===== config.mk =====
export PLATFORM = sky130hd
export DESIGN_NAME = pgwalk_top
export DESIGN_NICKNAME = d
export VERILOG_FILES = /design/src/rtl/pgwalk_pkg.sv /design/src/rtl/pgwalk_addr.sv /design/src/rtl/pgwalk_perm.sv /design/src/rtl/pgwalk_top.sv
export SDC_FILE = /design/constraint.sdc
export NUM_CORES = 1
export LEC_CHECK = 0
export ABC_CLOCK_PERIOD_IN_PS = 6400
export CAP_MARGIN = 20
export CORE_MARGIN = 1
export CORE_UTILIZATION = 25
export DETAILED_ROUTE_END_ITERATION = 7
export MAX_ROUTING_LAYER = met4
export PLACE_DENSITY_LB_ADDON = 0.15
export SYNTH_ARGS = -nofsm -noshare
export SYNTH_HDL_FRONTEND = slang
export SYNTH_SLANG_ARGS = --single-unit
export TNS_END_PERCENT = 50

===== constraint.sdc =====
create_clock -name clk -period 6.4 [get_ports clk]
set_input_delay 0.64 -clock clk [delete_from_list [all_inputs] [get_ports clk]]
set_output_delay 0.64 -clock clk [all_outputs]
set_load 0.02 [all_outputs]

===== src/rtl/pgwalk_pkg.sv =====
package pgwalk_pkg;

    localparam int unsigned ADDR_W  = 32;
    localparam int unsigned OFF_W   = 12;
    localparam int unsigned IDX_W   = 10;
    localparam int unsigned FRAME_W = ADDR_W - OFF_W;
    localparam int unsigned BIG_W   = OFF_W + IDX_W;
    localparam int unsigned CODE_W  = 3;

    // entry bit positions the walker decodes
    localparam int unsigned BIT_P  = 0;
    localparam int unsigned BIT_RW = 1;
    localparam int unsigned BIT_US = 2;
    localparam int unsigned BIT_A  = 5;
    localparam int unsigned BIT_D  = 6;
    localparam int unsigned BIT_PS = 7;

    typedef enum logic [2:0] {
        ST_IDLE  = 3'd0,
        ST_REQ   = 3'd1,
        ST_WAIT  = 3'd2,
        ST_DONE  = 3'd3,
        ST_FAULT = 3'd4
    } st_e;

    typedef enum logic [1:0] {
        PH_DIR_RD = 2'd0,
        PH_TBL_RD = 2'd1,
        PH_DIR_WB = 2'd2,
        PH_TBL_WB = 2'd3
    } ph_e;

    typedef struct packed {
        st_e                st;
        ph_e                ph;
        logic [ADDR_W-1:0]  va;
        logic               wr;
        logic               usr;
        logic [ADDR_W-1:0]  pde;
        logic [ADDR_W-1:0]  pte;
        logic               big;
        logic [ADDR_W-1:0]  maddr;
        logic               mwe;
        logic [ADDR_W-1:0]  mwdata;
        logic [CODE_W-1:0]  fcode;
        logic [ADDR_W-1:0]  pa;
    } walk_s;

    // entry with accessed set, and dirty set on a write
    function automatic logic [ADDR_W-1:0] mark_used(input logic [ADDR_W-1:0] e,
                                                    input logic wr);
        logic [ADDR_W-1:0] r;
        r = e;
        r[BIT_A] = 1'b1;
        if (wr) r[BIT_D] = 1'b1;
        return r;
    endfunction

endpackage


===== src/rtl/pgwalk_addr.sv =====
module pgwalk_addr
    import pgwalk_pkg::*;
(
    input  logic [FRAME_W-1:0] base_frame,
    input  logic [ADDR_W-1:0]  va,
    input  logic [FRAME_W-1:0] dir_ent_frame,
    input  logic [FRAME_W-1:0] tbl_ent_frame,
    output logic [ADDR_W-1:0]  dir_ea,
    output logic [ADDR_W-1:0]  tbl_ea,
    output logic [ADDR_W-1:0]  pa_small,
    output logic [ADDR_W-1:0]  pa_big
);
    localparam int unsigned HI_IDX_LSB = OFF_W + IDX_W;

    always_comb begin
        dir_ea   = {base_frame, va[ADDR_W-1:HI_IDX_LSB], 2'b00};
        tbl_ea   = {dir_ent_frame, va[HI_IDX_LSB-1:OFF_W], 2'b00};
        pa_small = {tbl_ent_frame, va[OFF_W-1:0]};
        pa_big   = {dir_ent_frame[FRAME_W-1:IDX_W], va[BIG_W-1:0]};
    end
endmodule


===== src/rtl/pgwalk_perm.sv =====
module pgwalk_perm (
    input  logic pde_us,
    input  logic pde_rw,
    input  logic pte_us,
    input  logic pte_rw,
    input  logic big,
    input  logic wr,
    input  logic usr,
    output logic allow
);
    logic user_ok;
    logic write_ok;

    always_comb begin
        user_ok  = pde_us & (big | pte_us);
        write_ok = pde_rw & (big | pte_rw);
        allow    = !usr || (user_ok && (!wr || write_ok));
    end
endmodule


===== src/rtl/pgwalk_top.sv =====
module pgwalk_top
    import pgwalk_pkg::*;
(
    input  logic                clk,
    input  logic                rst_n,
    input  logic                req_valid,
    output logic                req_ready,
    input  logic [ADDR_W-1:0]   req_vaddr,
    input  logic                req_write,
    input  logic                req_user,
    input  logic [FRAME_W-1:0]  dir_frame,
    output logic                mem_req_valid,
    input  logic                mem_req_ready,
    output logic [ADDR_W-1:0]   mem_req_addr,
    output logic                mem_req_we,
    output logic [ADDR_W-1:0]   mem_req_wdata,
    input  logic                mem_rsp_valid,
    input  logic [ADDR_W-1:0]   mem_rsp_data,
    output logic                done,
    output logic                fault,
    output logic [CODE_W-1:0]   fault_code,
    output logic [ADDR_W-1:0]   paddr,
    output logic                big_page
);
    walk_s q, d;

    logic [ADDR_W-1:0] va_eff;
    logic [ADDR_W-1:0] pde_eff;
    logic [ADDR_W-1:0] pte_eff;
    logic [ADDR_W-1:0] dir_ea, tbl_ea, pa_small, pa_big;
    logic              perm_big;
    logic              allow;
    logic [ADDR_W-1:0] pde_upd;
    logic [ADDR_W-1:0] pte_upd;

    always_comb begin
        va_eff   = (q.st == ST_IDLE) ? req_vaddr : q.va;
        pde_eff  = (q.ph == PH_DIR_RD) ? mem_rsp_data : q.pde;
        pte_eff  = (q.ph == PH_TBL_RD) ? mem_rsp_data : q.pte;
        perm_big = (q.ph == PH_DIR_RD);
        pde_upd  = mark_used(pde_eff, q.wr);
        pte_upd  = mark_used(pte_eff, q.wr);
    end

    pgwalk_addr addr_i (
        .base_frame    (dir_frame),
        .va            (va_eff),
        .dir_ent_frame (pde_eff[ADDR_W-1:OFF_W]),
        .tbl_ent_frame (pte_eff[ADDR_W-1:OFF_W]),
        .dir_ea        (dir_ea),
        .tbl_ea        (tbl_ea),
        .pa_small      (pa_small),
        .pa_big        (pa_big)
    );

    pgwalk_perm perm_i (
        .pde_us (pde_eff[BIT_US]),
        .pde_rw (pde_eff[BIT_RW]),
        .pte_us (pte_eff[BIT_US]),
        .pte_rw (pte_eff[BIT_RW]),
        .big    (perm_big),
        .wr     (q.wr),
        .usr    (q.usr),
        .allow  (allow)
    );

    always_comb begin
        d = q;
        unique case (q.st)
            ST_IDLE: begin
                if (req_valid) begin
                    d.va    = req_vaddr;
                    d.wr    = req_write;
                    d.usr   = req_user;
                    d.big   = 1'b0;
                    d.st    = ST_REQ;
                    d.ph    = PH_DIR_RD;
                    d.maddr = dir_ea;
                    d.mwe   = 1'b0;
                end
            end
            ST_REQ: begin
                if (mem_req_ready) d.st = ST_WAIT;
            end
            ST_WAIT: begin
                if (mem_rsp_valid) begin
                    unique case (q.ph)
                        PH_DIR_RD: begin
                            d.pde = mem_rsp_data;
                            if (!mem_rsp_data[BIT_P]) begin
                                d.st    = ST_FAULT;
                                d.fcode = {q.usr, q.wr, 1'b0};
                            end else if (mem_rsp_data[BIT_PS]) begin
                                d.big = 1'b1;
                                if (!allow) begin
                                    d.st    = ST_FAULT;
                                    d.fcode = {q.usr, q.wr, 1'b1};
                                end else begin
                                    d.pa = pa_big;
                                    if (pde_upd != mem_rsp_data) begin
                                        d.st     = ST_REQ;
                                        d.ph     = PH_DIR_WB;
                                        d.mwe    = 1'b1;
                                        d.mwdata = pde_upd;
                                    end else begin
                                        d.st = ST_DONE;
                                    end
                                end
                            end else begin
                                d.big   = 1'b0;
                                d.st    = ST_REQ;
                                d.ph    = PH_TBL_RD;
                                d.maddr = tbl_ea;
                                d.mwe   = 1'b0;
                            end
                        end
                        PH_TBL_RD: begin
                            d.pte = mem_rsp_data;
                            if (!mem_rsp_data[BIT_P]) begin
                                d.st    = ST_FAULT;
                                d.fcode = {q.usr, q.wr, 1'b0};
                            end else if (!allow) begin
                                d.st    = ST_FAULT;
                                d.fcode = {q.usr, q.wr, 1'b1};
                            end else begin
                                d.pa = pa_small;
                                if (!q.pde[BIT_A]) begin
                                    d.st     = ST_REQ;
                                    d.ph     = PH_DIR_WB;
                                    d.maddr  = dir_ea;
                                    d.mwe    = 1'b1;
                                    d.mwdata = q.pde | (ADDR_W'(1) << BIT_A);
                                end else if (pte_upd != mem_rsp_data) begin
                                    d.st     = ST_REQ;
                                    d.ph     = PH_TBL_WB;
                                    d.mwe    = 1'b1;
                                    d.mwdata = pte_upd;
                                end else begin
                                    d.st = ST_DONE;
                                end
                            end
                        end
                        PH_DIR_WB: begin
                            if (!q.big && (pte_upd != q.pte)) begin
                                d.st     = ST_REQ;
                                d.ph     = PH_TBL_WB;
                                d.maddr  = tbl_ea;
                                d.mwe    = 1'b1;
                                d.mwdata = pte_upd;
                            end else begin
                                d.st = ST_DONE;
                            end
                        end
                        default: begin
                            d.st = ST_DONE;
                        end
                    endcase
                end
            end
            ST_DONE:  d.st = ST_IDLE;
            ST_FAULT: d.st = ST_IDLE;
            default:  d.st = ST_IDLE;
        endcase
    end

    always_ff @(posedge clk or negedge rst_n) begin
        if (!rst_n) q <= '0;
        else        q <= d;
    end

    always_comb begin
        req_ready     = (q.st == ST_IDLE);
        mem_req_valid = (q.st == ST_REQ);
        mem_req_addr  = q.maddr;
        mem_req_we    = q.mwe;
        mem_req_wdata = q.mwdata;
        done          = (q.st == ST_DONE);
        fault         = (q.st == ST_FAULT);
        fault_code    = q.fcode;
        paddr         = q.pa;
        big_page      = q.big;
    end
endmodule


==> results of run 1 <==
-- cell usage after synthesis, types with 3 or more instances --
cell type | instances | share of area
dfrtp_1 | 202 | 0.43
nand2_1 | 199 | 0.064
mux2i_1 | 109 | 0.094
o21ai_0 | 104 | 0.045
buf_4 | 103 | 0.067
mux2_2 | 89 | 0.086
a21oi_1 | 58 | 0.025
clkbuf_1 | 49 | 0.016
nor2_1 | 49 | 0.016
inv_1 | 29 | 0.0094
o22ai_1 | 22 | 0.012
mux2_4 | 18 | 0.023
xnor2_1 | 18 | 0.014
buf_2 | 14 | 0.0060
o221ai_1 | 12 | 0.0090
a221oi_1 | 11 | 0.0083
buf_1 | 9 | 0.0029
nand2b_1 | 9 | 0.0048
nor2b_1 | 8 | 0.0043
mux2_1 | 7 | 0.0068
ha_1 | 6 | 0.0065
nand3_1 | 5 | 0.0022
and2_1 | 4 | 0.0022
nand4_1 | 4 | 0.0022
nor3_1 | 4 | 0.0017
o211ai_1 | 4 | 0.0026
a211oi_1 | 3 | 0.0019
buf_6 | 3 | 0.0029
nor3b_1 | 3 | 0.0019
o31a_1 | 3 | 0.0023
o31ai_1 | 3 | 0.0019
-- flip-flops by register name (all words and copies together) (netlist names) --
signal,cells
paddr,32
q,103
mem_req_addr,30
big_page,1
fault_code,3
mem_req_we,1
mem_req_wdata,32
-- worst reg2reg max path, delay by kind of cell (launching register included) --
family,cells,cell delay [ns]
simple gates,2,0.99
buf+inv,3,0.97
compound gates,4,0.75
fa+ha+maj,1,0.52
flops,1,0.43
mux,1,0.33
-- path summary, 6_finish.rpt --
| path | slack (ns) | depth (start not counted) | endpoint | from |
|---|---|---|---|---|
| min reg2reg | 0.46 | 1 | mem_req_wdata[5] | mem_req_wdata[5] |
| max | 2.30 | 11 | mem_req_wdata[2] | q[200] |
| max in group asynchronous | 4.80 | 2 | q[104] | rst_n |
| min | 0.15 | 1 | mem_req_wdata[7] | rst_n |
| min in group clk | 0.46 | 1 | mem_req_wdata[5] | mem_req_wdata[5] |
| max reg2reg | 2.30 | 11 | mem_req_wdata[2] | q[200] |
-- metal layers --
| layer | share of wire | GRT usage | vias to the layer above |
|---|---|---|---|
| met1 | 0.45 | 0.213 | 4329 |
| met3 | 0.063 | 0.0396 | 42 |
| li1 | - | - | 4157 |
| met5 | 0 | - | - |
| met4 | 0.020 | 0.0425 | 0 |
| met2 | 0.46 | 0.256 | 216 |
-- where the power goes --
part           internal (W)  leakage [nW]  total (W)  switching [W]
Sequential          0.00185          2.54    0.00227       0.000421
Clock              0.000927         0.434    0.00150       0.000572
Combinational       0.00150          3.36    0.00334        0.00183
Total               0.00428          6.34    0.00710        0.00282
-- metrics by stage --
step / setup WS [ns] / hold WS [ns] / cell area [um^2] / cells / total power, W
after CTS: 2.16 / 0.203 / 14200 / 1871 / 0.00723
after global placement: 2.21 / 0.456 / 13300 / 1824 / 0.00565
after detailed placement: 2.10 / 0.458 / 13400 / 1825 / 0.00567
final: 2.30 / 0.150 / 14300 / 1875 / 0.00710
after global routing: 2.04 / 0.204 / 14300 / 1875 / 0.00759
after floorplan: 3.74 / 0.344 / 11600 / 1195 / 0.00467
-- final cells by class --
| type | count | area [um^2] |
|---|---|---|
| Fill cell | 4728 | 31300 |
| Tap cell | 600 | 751 |
| Clock inverter | 6 | 80.1 |
| Antenna cell | 3 | 7.51 |
| Clock buffer | 40 | 795 |
| Multi-Input combinational cell | 786 | 5390 |
| Inverter | 29 | 109 |
| Timing Repair Buffer | 209 | 2090 |
| Sequential cell | 202 | 5050 |
-- logic make-up (layout without fill, tap and decap cells) --
group / count (synthesis) / count (layout)
xor+xnor: 19 / 19
simple gates: 297 / 297
flops: 202 / 202
mux: 223 / 223
fa+ha+maj: 6 / 6
buf+inv: 207 / 284
other cells: 1 / 5
compound gates: 239 / 239
==> impl_results.md, run 1 <==
* Final antenna-violating net count at 0
* First-pass detailed-route iteration total at 7
* Simple-gate share of the synthesized area at 0.108
* Highest clock rate at 0.244 GHz
* Post-synthesis sequential area ratio at 0.435
* Overflow after GRT at 0
* Critical Path Source Type: flip-flop
* Max-cap violations at 0
* CP most frequent cell: a21oi_1
* Total number of vias at 8,744
* Critical path class: reg -> reg
* CP bufs+invs at 3
* Hold Violations, Final at 0
* Setup repair bufs after CTS at 0
* Cell Area, Synth at 11,600 um^2
* Syn Area/Cell at 9.73 um^2
* Synth Area in XOR/XNOR at 0.0143
* Residual DRC at 0
* Clk slew on worst S/H paths at 0.06 ns
* # hold bufs at CTS at 0
* Clock Tree Buf Depth at 3
* Wirelength, routed at 37,900 um
* Fin crit period at 4.10 ns
* # rows at 78
* Netlist cell types at 59
* Root Driver: clkbuf_16
* Outcome: completed
* CTS tree: done
* Die height at between 200 and 250 um
* Die width at 218 um
* Final period util at 0.640
* PortBufs at ~190
* Synth Flop Type: dfrtp_1
* Compound-Gate Fraction of Synth Area at 0.122
* Synthesis-to-layout area growth at 22.8%
* Share of async-settable or async-resettable flops after synthesis at 1.00
* Total GRT Usage at 0.165
* Clock sinks at around 200
* Share of layout cells above drive strength 1 at 0.138
* Boundary pin count at 196
* # setup viols final at 0
* Vias in the first global route at 8,850
* Global-route wire length before repair at approximately 57,000 um
* Final Slew Violations at 0
* Post-DR wirelength/cell at between 20 and 25 um
* Via/cell ratio at around 4.7
* CP arrival at 4.52 ns
* CP max FO at 30
* Final #Nets at 1,351
* Final setup TNS at 0 ns
* Pin count of the biggest net entering global routing at 105
* Largest family of logic cells by synthesized area: multiplexers
* Data required, critical path at between 6 and 7 ns
* Starting Density at 0.255
* CP max stage cell: or4_2
* Worst slew pin tran at 0.978 ns
* Pleak at 6.34 nW
* PwrDens at 498 nW/um^2
* Antenna violations before repair at 3
* CP top delay family: simple AND/OR/NAND/NOR gates
* EDFF count, synth at 0
* H-tree depth at 1
* Core footprint at 45,600 um^2
* Slowest stage delay, CP at approximately 0.9 ns
* Synth Area in Adders at 0.00646
* # resized after CTS at 0
* Utilization after layout at 0.313
* Mapped Cells at 1,194
* Worst rel slew slack at 0.348
* Crit. End Element: flip-flop
* Hold Path Class: in -> async
* Commonest non-fill, non-tap cell in the layout: dfrtp_1
* Die area at about 47,000 um^2
* 1st-iter DRT viols at 543
* Yosys warnings at 0
* Dpl hpwl at 26,900 um
* Final Skew at between 0.01 and 0.015 ns
* Max VDD drop at 0.177 mV
* TritonCTS buffer count at 26
* Most frequent cells in the layout: dfrtp_1 (202), nand2_1 (199), clkdlybuf4s50_1 (192), mux2i_1 (109), o21ai_0 (103)
* Unrepaired setup endpoints after global routing: false
* Post-synthesis register bit count at 202
* Placer congestion estimate at about 0.9
* CP Cell Sequence: inv_1 -> ha_2 -> buf_4 -> a21oi_1 -> o211ai_1 -> o31ai_1 -> a21oi_1 -> nor2_1 -> or4_2 -> buf_12 -> mux2_4
* Mux contribution to synthesized area at 0.210
* Clk_lat worst skew at 0.54 ns
(Power assumes the default switching activity.)
==> run 2, diff against run 1 <==
Settings changed: ABC_CLOCK_PERIOD_IN_PS 6400 to 3300.
Clock period 6.4 ns to 3.3 ns, I/O delays scaled along.
==> impl_results.md, run 2 (synthesis gave the netlist of run 1 again) <==
* Commonest non-fill, non-tap cell in the layout: dfrtp_1
* Clock power frac at 0.206
* Data required, critical path at between 3 and 4 ns
* Starting Density at 0.255
* Final period util at 0.952
* FF/Latch Area at 5050 um^2
* Max FFs per register at 103
* WHS at roughly 0.33 ns
* Final #Nets at 1,385
* TritonCTS buffer count at 26
* Comb pwr share at 0.475
* Highest clock rate at 0.318 GHz
* Sequential power share at 0.318
* Clk_lat worst skew at 0.56 ns
* Die height at ~220 um
* CP arrival at 3.58 ns
* Synthesis-to-layout area growth at 25.4%
* Die area at 47,300 um^2
* Max VDD drop at 0.437 mV
* Clock Tree Buf Depth at 3
* Placer congestion estimate at 0.896
* Max-cap violations at 0
* Final Skew at 0.0144 ns
* Most frequent cells in the layout: dfrtp_1 (202), nand2_1 (199), clkdlybuf4s50_1 (192), mux2i_1 (109), o21ai_0 (103)
* Fin crit period at 3.14 ns
* Via/cell ratio at 4.59
* Final antenna-violating net count at 0
* Final setup TNS at 0 ns
* Net Sw Frac at 0.399
* H-tree depth at 1
* CTS tree: done
* Core footprint at 45,600 um^2
* Setup ws final at 0.158 ns
* Outcome: completed
* Worst rel slew slack at 0.526
* Worst slew pin tran at 0.704 ns
* 1st-iter DRT viols at 549
* Hold Violations, Final at 0
* Crit. End Element: flip-flop
* Area of the multi-input gates at about 5400 um^2
* Filler instances at 4,709
* Top reg by flops: q
* # setup viols final at 0
* Vias in the first global route at 9,067
* Critical Path Source Type: flip-flop
* Root Driver: clkbuf_16
* Hold Path Class: in -> reg
* Global-route wire length before repair at 57,800 um
* Die width at 218 um
* PortBufs at slightly below 200
* P_int at 0.00834 W
* Clock sinks at 202
* Critical path class: reg -> reg
* Clk slew on worst S/H paths at 0.06 ns
* Overflow after GRT at 0
* Total number of vias at between 8,000 and 9,000
* Post-DR wirelength/cell at 20.1 um
* PwrDens at 953 nW/um^2
* Unrepaired setup endpoints after global routing: false
* Residual DRC at 0
* Dpl hpwl at between 20,000 and 30,000 um
* Setup WS pre-CTS at 0.129 ns
* Share of layout cells above drive strength 1 at 0.159
* Pleak at around 6.5 nW
* Wirelength, routed at 38,400 um
* Total GRT Usage at 0.166
* Final Slew Violations at 0
* Switching power at 0.00554 W
* Antenna violations before repair at 4
* First-pass detailed-route iteration total at 7
* Boundary pin count at 196
* Pin count of the biggest net entering global routing at between 70 and 80
* # rows at 78
* CP max FO at 14
run 2: changes by cell type in the layout (fill, tap and decap cells not counted), sizes merged:
cell,previous run,this run
buf,17,50
clkbuf,40,42
diode,3,5
bufinv,2,1
dlygate4sd3,0,1
run 2: timing repair:
item / CTS / global route
setup buffers: 0 / 0
setup endpoints to repair: 0 / 20
gates resized for setup: 0 / 2
hold endpoints to repair: 73 / 0
hold buffers: 1 / 0
run 2: power groups by stage:
| stage | Sequential (W) | Clock (W) | Combinational, W |
|---|---|---|---|
| 4_1_cts | 0.00444 | 0.00297 | 0.00670 |
| 3_3_place_gp | 0.00446 | 0 | 0.00662 |
| 3_5_place_dp | 0.00447 | 0 | 0.00667 |
| 2_1_floorplan | 0.00412 | 0 | 0.00493 |
| 6_report | 0.00442 | 0.00286 | 0.00660 |
| 5_1_grt | 0.00458 | 0.00306 | 0.00717 |
run 2: metal layers:
| layer | part of all wire | track usage | vias up |
|---|---|---|---|
| met5 | 0 | - | - |
| met4 | 0.021 | 0.0401 | 0 |
| met3 | 0.060 | 0.0399 | 49 |
| met2 | 0.46 | 0.263 | 211 |
| met1 | 0.45 | 0.214 | 4288 |
| li1 | - | - | 4230 |
run 2: worst max-delay path, stage by stage (launching register included):
cell,delay (ns)
dfrtp_1,0.50
inv_1,0.14
ha_4,0.25
nand4bb_1,0.19
o211ai_1,0.13
o31ai_1,0.19
a21oi_1,0.23
nor2_1,0.10
or4_2,0.70
buf_4,0.26
mux2_4,0.31
run 2: final timing paths:
kind,start,end,slack (ns),cells past startpoint
worst min register to register,q[176],q[176],0.47,2
worst min-delay path,req_vaddr[11],q[178],0.33,3
worst max register to register,q[199],mem_req_wdata[16],0.16,10
worst max-delay path,q[199],mem_req_wdata[16],0.16,10
min in group asynchronous,rst_n,q[101],0.37,2
max in group asynchronous,rst_n,q[153],2.07,3
run 2: area by class of cell:
class | instances | share of cell area
flip-flops and latches | 202 | 0.347
inverters | 29 | 0.00747
well taps | 600 | 0.0515
diodes | 5 | 0.000859
multi-input cells | 786 | 0.371
repair buffers | 243 | 0.163
clock buffers | 42 | 0.0549
clock inverters | 5 | 0.00421
run 2: stage by stage:
stage / cells / total power, W / util / instance area (um^2)
floorplan: 1195 / 0.00905 / - / 11600
global placement: 1859 / 0.0111 / 0.300 / 13700
detailed placement: 1859 / 0.0111 / 0.300 / 13700
CTS: 1907 / 0.0141 / 0.319 / 14500
global route: 1911 / 0.0148 / 0.320 / 14600
finish: 1912 / 0.0139 / 0.320 / 14600
